[src/rtl/gf_pkg.sv]
package gf_pkg;
  typedef enum logic [1:0] {
    GF_OFF  = 2'd0,
    GF_FAST = 2'd1,
    GF_MID  = 2'd2,
    GF_SLOW = 2'd3
  } gf_mode_e;

  // consecutive-sample requirement for a given setting (0 when off)
  function automatic int unsigned gf_limit(logic [1:0] mode, int unsigned n_fast,
                                           int unsigned n_mid, int unsigned n_slow);
    case (mode)
      GF_FAST: return n_fast;
      GF_MID:  return n_mid;
      GF_SLOW: return n_slow;
      default: return 0;
    endcase
  endfunction

  // counter width able to hold the largest count
  function automatic int unsigned gf_cnt_width(int unsigned a, int unsigned b, int unsigned c);
    int unsigned m;
    m = (a > b) ? a : b;
    m = (m > c) ? m : c;
    return $clog2(m + 1);
  endfunction
endpackage

[src/rtl/gf_sync.sv]
module gf_sync #(
  parameter int unsigned STAGES = 2
) (
  input  logic clk,
  input  logic rst_n,
  input  logic d,
  output logic q
);
  logic [STAGES-1:0] chain;

  always_ff @(posedge clk or negedge rst_n) begin
    if (!rst_n) chain <= '0;
    else        chain <= {chain[STAGES-2:0], d};
  end

  assign q = chain[STAGES-1];
endmodule

[src/rtl/gf_tick.sv]
module gf_tick #(
  parameter int unsigned DIV = 400
) (
  input  logic clk,
  input  logic rst_n,
  input  logic clr,
  output logic tick
);
  localparam int unsigned PW = (DIV > 1) ? $clog2(DIV) : 1;
  localparam logic [PW-1:0] LAST = PW'(DIV - 1);

  logic [PW-1:0] phase;

  always_ff @(posedge clk or negedge rst_n) begin
    if (!rst_n)            phase <= '0;
    else if (clr)          phase <= '0;
    else if (phase == LAST) phase <= '0;
    else                   phase <= phase + 1'b1;
  end

  assign tick = (phase == LAST);
endmodule

[src/rtl/gf_core.sv]
module gf_core #(
  parameter int unsigned CW = 9
) (
  input  logic          clk,
  input  logic          rst_n,
  input  logic          chg,
  input  logic          off,
  input  logic          step,
  input  logic          smp,
  input  logic [CW-1:0] last_idx,
  output logic          level,
  output logic [CW-1:0] cnt
);
  always_ff @(posedge clk or negedge rst_n) begin
    if (!rst_n) begin
      level <= 1'b0;
      cnt   <= '0;
    end else if (chg) begin
      cnt <= '0;
    end else if (off) begin
      level <= smp;
      cnt   <= '0;
    end else if (step) begin
      if (smp == level) begin
        cnt <= '0;
      end else if (cnt == last_idx) begin
        level <= smp;
        cnt   <= '0;
      end else begin
        cnt <= cnt + 1'b1;
      end
    end
  end
endmodule

[src/rtl/glitch_filter.sv]
module glitch_filter #(
  parameter int unsigned SYNC_STAGES = 2,
  parameter int unsigned FAST_CNT    = 5,
  parameter int unsigned MID_CNT     = 257,
  parameter int unsigned SLOW_CNT    = 256,
  parameter int unsigned SLOW_DIV    = 400
) (
  input  logic       clk,
  input  logic       rst_n,
  input  logic       din,
  input  logic [1:0] setting,
  input  logic       bypass,
  output logic       dout
);
  import gf_pkg::*;

  localparam int unsigned CW = gf_cnt_width(FAST_CNT, MID_CNT, SLOW_CNT);

  logic          smp;
  logic          tick;
  logic          step;
  logic          set_chg;
  logic          mode_off;
  logic [1:0]    setting_q;
  logic [CW-1:0] last_idx;
  logic [CW-1:0] cnt;
  logic          level;

  gf_sync #(.STAGES(SYNC_STAGES)) u_sync (
    .clk(clk), .rst_n(rst_n), .d(din), .q(smp)
  );

  always_ff @(posedge clk or negedge rst_n) begin
    if (!rst_n) setting_q <= 2'd0;
    else        setting_q <= setting;
  end

  assign set_chg  = (setting != setting_q);
  assign mode_off = (setting == GF_OFF);
  assign last_idx = CW'(gf_limit(setting, FAST_CNT, MID_CNT, SLOW_CNT) - 1);

  gf_tick #(.DIV(SLOW_DIV)) u_tick (
    .clk(clk), .rst_n(rst_n), .clr(set_chg), .tick(tick)
  );

  assign step = (setting == GF_SLOW) ? tick : 1'b1;

  gf_core #(.CW(CW)) u_core (
    .clk(clk), .rst_n(rst_n), .chg(set_chg), .off(mode_off), .step(step),
    .smp(smp), .last_idx(last_idx), .level(level), .cnt(cnt)
  );

  assign dout = bypass ? din : level;
endmodule

[config.mk]
export PLATFORM = sky130hd
export DESIGN_NAME = glitch_filter
export DESIGN_NICKNAME = d
export VERILOG_FILES = /design/src/rtl/gf_pkg.sv /design/src/rtl/gf_sync.sv /design/src/rtl/gf_tick.sv /design/src/rtl/gf_core.sv /design/src/rtl/glitch_filter.sv
export SDC_FILE = /design/constraint.sdc
export NUM_CORES = 1
export LEC_CHECK = 0
export BUFFER_PORTS_ARGS = -buffer_cell sky130_fd_sc_hd__buf_2
export CAP_MARGIN = 20
export CORE_ASPECT_RATIO = 0.75
export CORE_MARGIN = 1
export CORE_UTILIZATION = 55
export DETAILED_ROUTE_END_ITERATION = 12
export PLACE_DENSITY = 0.73
export SKIP_LAST_GASP = 1
export SLEW_MARGIN = 20
export SYNTH_ARGS = -nofsm -noshare
export SYNTH_HDL_FRONTEND = slang
export SYNTH_SLANG_ARGS = --single-unit
[constraint.sdc]
create_clock -name clk -period 2.4 [get_ports clk]
set_clock_uncertainty 0.15 [all_clocks]
set_input_delay 0.48 -clock clk [delete_from_list [all_inputs] [get_ports clk]]
set_output_delay 0.48 -clock clk [all_outputs]
set_load 0.03 [all_outputs]
### Word level (Yosys, flattened, before mapping)

Cells that the tools add are included.

* flip-flop bits (word level): 23
* bits of input ports: 6
* output and inout port bits: 1
* word-level logic and storage cells: 36

* add/sub/neg operators: 3
* eq/ne operators: 8
* multiplexer cells: 14
* bitwise gates (word level): 1
* reduce and logical (&&, ||, !) cells: 5

Operators by type and width (number)
* two-way mux 9 bit: 7
* case mux 9 bit (3 select lines): 1
* adder 9 x 1 -> 9 bit, second input constant: 2
* == test 9 bit: 1
* == test 9 bit, second input constant: 1
* subtractor 9 x 1 -> 9 bit, second input constant: 1
* two-way mux 1 bit: 6
* == test 2 bit, second input constant: 2
* AND reduction 4 bit: 1
* nonzero test 2 bit: 2
* nonzero test 3 bit: 1
* == test 2 x 1 -> 1 bit, second input constant: 1
* zero test 2 bit: 1
* != test 2 bit: 1
* != test 2 bit, second input constant: 1
* == test 1 bit: 1
* NOT 1 bit: 1

### Depth between registers and ports, before layout

* depth after elaboration: 9
* gate-level depth with buffers: 7
* gate-level depth less buffers: 6

### By module

A second synthesis with hierarchy kept.

* cells, all modules: 124
* area total of the unflattened synthesis: 1275.0 sq um

By module, submodules not included
* gf_core: instances 1, cells each 62, area an instance 618.1 sq um, seq. area each 250.2 sq um
* gf_tick: instances 1, cells each 44, area an instance 442.9 sq um, seq. area each 225.2 sq um
* glitch_filter: instances 1, cells each 16, area an instance 163.9 sq um, seq. area each 50.0 sq um
* gf_sync: instances 1, cells each 2, area an instance 50.0 sq um, seq. area each 50.0 sq um

### Worst setup path after synthesis

Ideal clock, no wire load.

* path type: input port to flip-flop
* start: input setting[0]
* end: register u_core.cnt[4]
* setup time: 141 ps
* data arrival time: 1695 ps
* required time: 2109 ps
* path slack: 414 ps
* cell stages on the path: 7
* path buffers: 1
* cells stage by stage: inv_1 -> ha_1 -> nor4b_1 -> o2bb2a_2 -> buf_4 -> o2111ai_1 -> o311ai_2

* cells in the longest elaborated chain, start to end: 9
* elaborated cells between the ends (all ways): 15
* classes of those cells: add/sub (1); eq/ne (5); mux (7); reduce/logical (2)

RTL lines
* start, declared: RTL line glitch_filter.sv:11 `input logic [1:0] setting,`
* == test 2 bit, or another cell as far along: RTL line gf_pkg.sv:12, glitch_filter.sv:46
* case mux 9 bit (3 select lines): RTL line gf_pkg.sv:12 `case (mode)`
* subtractor 9 x 1 -> 9 bit: RTL line glitch_filter.sv:40 `assign last_idx = CW'(gf_limit(setting, FAST_CNT, MID_CNT, SLOW_CNT) - 1);`
* == test 9 bit: RTL line gf_core.sv:26 `end else if (cnt == last_idx) begin`
* two-way mux 9 bit: RTL line gf_core.sv:26
* two-way mux 9 bit: RTL line gf_core.sv:24 `if (smp == level) begin`
* two-way mux 9 bit: RTL line gf_core.sv:23 `end else if (step) begin`
* two-way mux 9 bit: RTL line gf_core.sv:20 `end else if (off) begin`
* two-way mux 9 bit: RTL line gf_core.sv:18 `end else if (chg) begin`
* end signal, assigned: RTL line gf_core.sv:30 `cnt <= cnt + 1'b1;`
* end, declared: RTL line gf_core.sv:12 `output logic [CW-1:0] cnt`

Parallel ways exist; a longest one is shown, timed or not. The select of a mux whose other input is x is not followed.
A chain may end at the register's enable or synchronous reset.

### Worst setup path after layout

* start: register u_tick.phase[0]
* end: register u_core.cnt[4]

* cells in the longest elaborated chain, start to end: 3

RTL lines
* start, declared: RTL line gf_tick.sv:12 `logic [PW-1:0] phase;`
* start signal, assigned: RTL line gf_tick.sv:18 `else phase <= phase + 1'b1;`
* == test 9 bit: RTL line gf_tick.sv:21 `assign tick = (phase == LAST);`
* two-way mux 1 bit: RTL line glitch_filter.sv:46 `assign step = (setting == GF_SLOW) ? tick : 1'b1;`
* nonzero test 3 bit (no line)

Every way passes these cells.

==> impl_metrics.toml <==
[placed_design]
portBuffers = 6
hpwl_um = 1877
dp_cells = 165
pre_cts_slack_ns = 0.1600
place_area_mm2 = 0.001421
place.gp.congestion = 0.8025

[cells_and_area]
nFillCells = 194
nets = 148
seq_area_um2 = 575.6
areaGrowthSynthToFinish_pct = 8.163
layout_common_cells = "dfrtp_1 (23), nor2_1 (10), inv_1 (9)"
multi_input_area_um2 = 732.0
layout.cells.non_filler = 170
final_common_cell = "dfrtp_1"
final_cell_area_mm2 = 0.001459
drive_above_1_share_pct = 19.85
n_antenna_cell = 0

[clocking]
cts-resized-gates = 0
cts_inserted_buffers = 3
clkSinkCount = 23
cts_buffer_depth = 2
cts_tree = "built"
cts-root-buf = "clkbuf_4"
clkTransAtPathRegs_ns = 0.13
clock_latency_ns = 0.32
htreeDepth = 1

[timing]
setup_violations = 0
final_max_slew_viol_count = 0
final.period_utilization_pct = 82.74
layout_min_cycle_time_ns = 1.986
slew_headroom_pct = 60.06
grt_setup_unrepaired = "no"
worstMarginPinSlew_ns = 0.5971
setup_slack_ns = 0.4144
hold_viol_final = 0
max_freq_mhz = 503.6
tns_ns = 0

[pwr]
fin_total_pwr_uw = 689.0
power.density_mw_per_mm2 = 472.3
ir_drop_mv = 0.2728
leakage_nw = 0.5640

[grt]
antenna_found_initial = 0
grt_max_degree = 24
grt_pass1_vias = 918
overflow = 0
grt.total_usage_pct = 23.47
grt_pass1_wl_um = 4457

[drt]
vias_per_cell = 5.818
finalWirelength_um = 2591
drtIter0Drc = 26
drtAntennaViolNets = 0
wire_per_inst_um = 15.24
num_vias = 989
firstDrtPassIters = 4
drc = 0

[synth]
postSynthAreaPerCell_um2 = 10.79
syn-num-nets = 136
netlist_area_mm2 = 0.001349
synth_seq_cells = 23
yosysSeqAreaShare_pct = 42.67
synthCells = 125
synth.distinct_cells = 41
synth_warnings = 0

[setup_path]
r2r_cells = 5
timing.rr.end = "u_core.cnt[4]"
path_class = "register to register"
startpoint_type = "register"
r2r-start = "u_tick.phase[0]"
crit_fanout = 7
end_kind = "register"
ff2ff_setup_slack_ns = 0.41
critPathRequiredTime_ns = 2.49
crit_arrival_ns = 2.08

[worst_hold_path]
timing.hold.worst.class = "input port to register"
min_to = "u_sync.chain[0]"
min-delay-start = "din"
hold_depth = 1

[floorplanning]
io_pins = 7
rows = 15
die_w_um = 59.18
dieArea_mm2 = 0.002656
die_y_um = 44.89
fp.coreArea_mm2 = 0.002308
start_util_pct = 58.43

[flow_run]
drv_cap = 0

[outcome]
status = "finished, final reports clean"
## layout make-up
type / instances / area share, %
multi-input cells: 92 / 50.17
flip-flops and latches: 23 / 39.45
repair buffers: 8 / 3.259
well taps: 34 / 2.916
inverters: 9 / 2.316
clock buffers: 3 / 1.544
clock inverters: 1 / 0.3431
## per-layer routing
layer | wire, um | vias up | share of wire [%] | global-route usage (%)
met1 | 1283 | 477 | 50 | 34.68
met2 | 1118 | 27 | 43 | 33.26
li1 | - | 479 | - | -
met4 | 43 | 0 | 1.7 | 9.048
met3 | 146 | 6 | 5.6 | 5.444
met5 | 0 | - | 0 | 0
## how the worst max path moves through the flow
| stage | start | endpoint | slack (ns) | depth (start not counted) |
|---|---|---|---|---|
| after floorplan | setting[0] | u_core.cnt[4] | 0.41 | 7 |
| after global placement | setting[0] | u_core.cnt[4] | 0.23 | 7 |
| after detailed placement | setting[0] | u_core.cnt[5] | 0.16 | 7 |
| after CTS | u_tick.phase[0] | u_core.cnt[2] | 0.41 | 5 |
| after global routing | u_tick.phase[0] | u_core.cnt[2] | 0.32 | 5 |
| final | u_tick.phase[0] | u_core.cnt[4] | 0.41 | 5 |
## through the flow
stage | util (%) | hold slack [ns]
floorplan | - | 0.03441
detailed placement | 61.57 | 0.2104
global route | 63.20 | 0.1026
finish | 63.20 | 0.1168
global placement | 61.57 | 0.1880
CTS | 63.20 | 0.1048
## cell families (layout without fill, tap and decap cells)
group | after synthesis | count (layout) | synth area share, %
multiplexers | 3 | 3 | 2.319
AND/OR/NAND/NOR | 46 | 46 | 21.15
XOR/XNOR | 13 | 13 | 8.442
flip-flops | 23 | 23 | 42.67
buffers and inverters | 10 | 21 | 3.061
adder cells (fa/ha/maj) | 5 | 5 | 4.638
AO/OA/AOI/OAI | 25 | 25 | 17.72
## power by group
part           switching (mW)  internal [mW]
sequential            0.00841          0.397
clock                   0.122         0.0625
combinational          0.0636         0.0360
## cell usage after synthesis, drive strengths merged
| cell | number | area, um^2 |
|---|---|---|
| dfrtp | 23 | 575.6 |
| o2111ai | 5 | 43.79 |
| a21bo | 1 | 10.01 |
| o41ai | 1 | 27.53 |
| mux2i | 2 | 20.02 |
| o22ai | 2 | 12.51 |
| o2bb2a | 1 | 11.26 |
| nor4b | 1 | 8.760 |
| inv | 9 | 33.78 |
| nand2b | 2 | 27.53 |
| xnor2 | 7 | 61.31 |
| nand3 | 6 | 40.04 |
| mux2 | 1 | 11.26 |
| a21oi | 1 | 5.000 |
| o21ba | 1 | 10.01 |
| nor3 | 6 | 30.03 |
| nor4 | 3 | 33.78 |
| or4 | 1 | 11.26 |
| o211ai | 3 | 36.28 |
| nand4b | 1 | 8.760 |
| and2 | 1 | 6.260 |
| o221ai | 3 | 26.28 |
| ha | 5 | 62.56 |
| nor2b | 1 | 6.260 |
| nor2 | 11 | 43.80 |
| xor2 | 6 | 52.55 |
| o21a | 1 | 7.510 |
| buf | 1 | 7.510 |
| o21ai | 4 | 23.77 |
| nand2 | 9 | 41.29 |
| o311ai | 2 | 25.03 |
| and2b | 1 | 8.760 |
| nand4 | 3 | 18.77 |
## worst max-delay path: stages, from the launching register on
cell	delay (ns)
dfrtp_1	0.39
ha_1	0.21
nand3_2	0.16
o41ai_4	0.53
o211ai_4	0.19
o311ai_2	0.27
## registers in the layout, summed over array words and instances (netlist names)
register      count
setting_q         2
u_core.level      1
u_sync.chain      2
u_tick.phase      9
u_core.cnt        9
## timing repair
action / in CTS / in global routing
endpoints found under the hold margin: 23 / 0
hold buffers: 1 / 0
buffers inserted: 0 / 0
No activity file was read; power rests on OpenSTA's default activity.
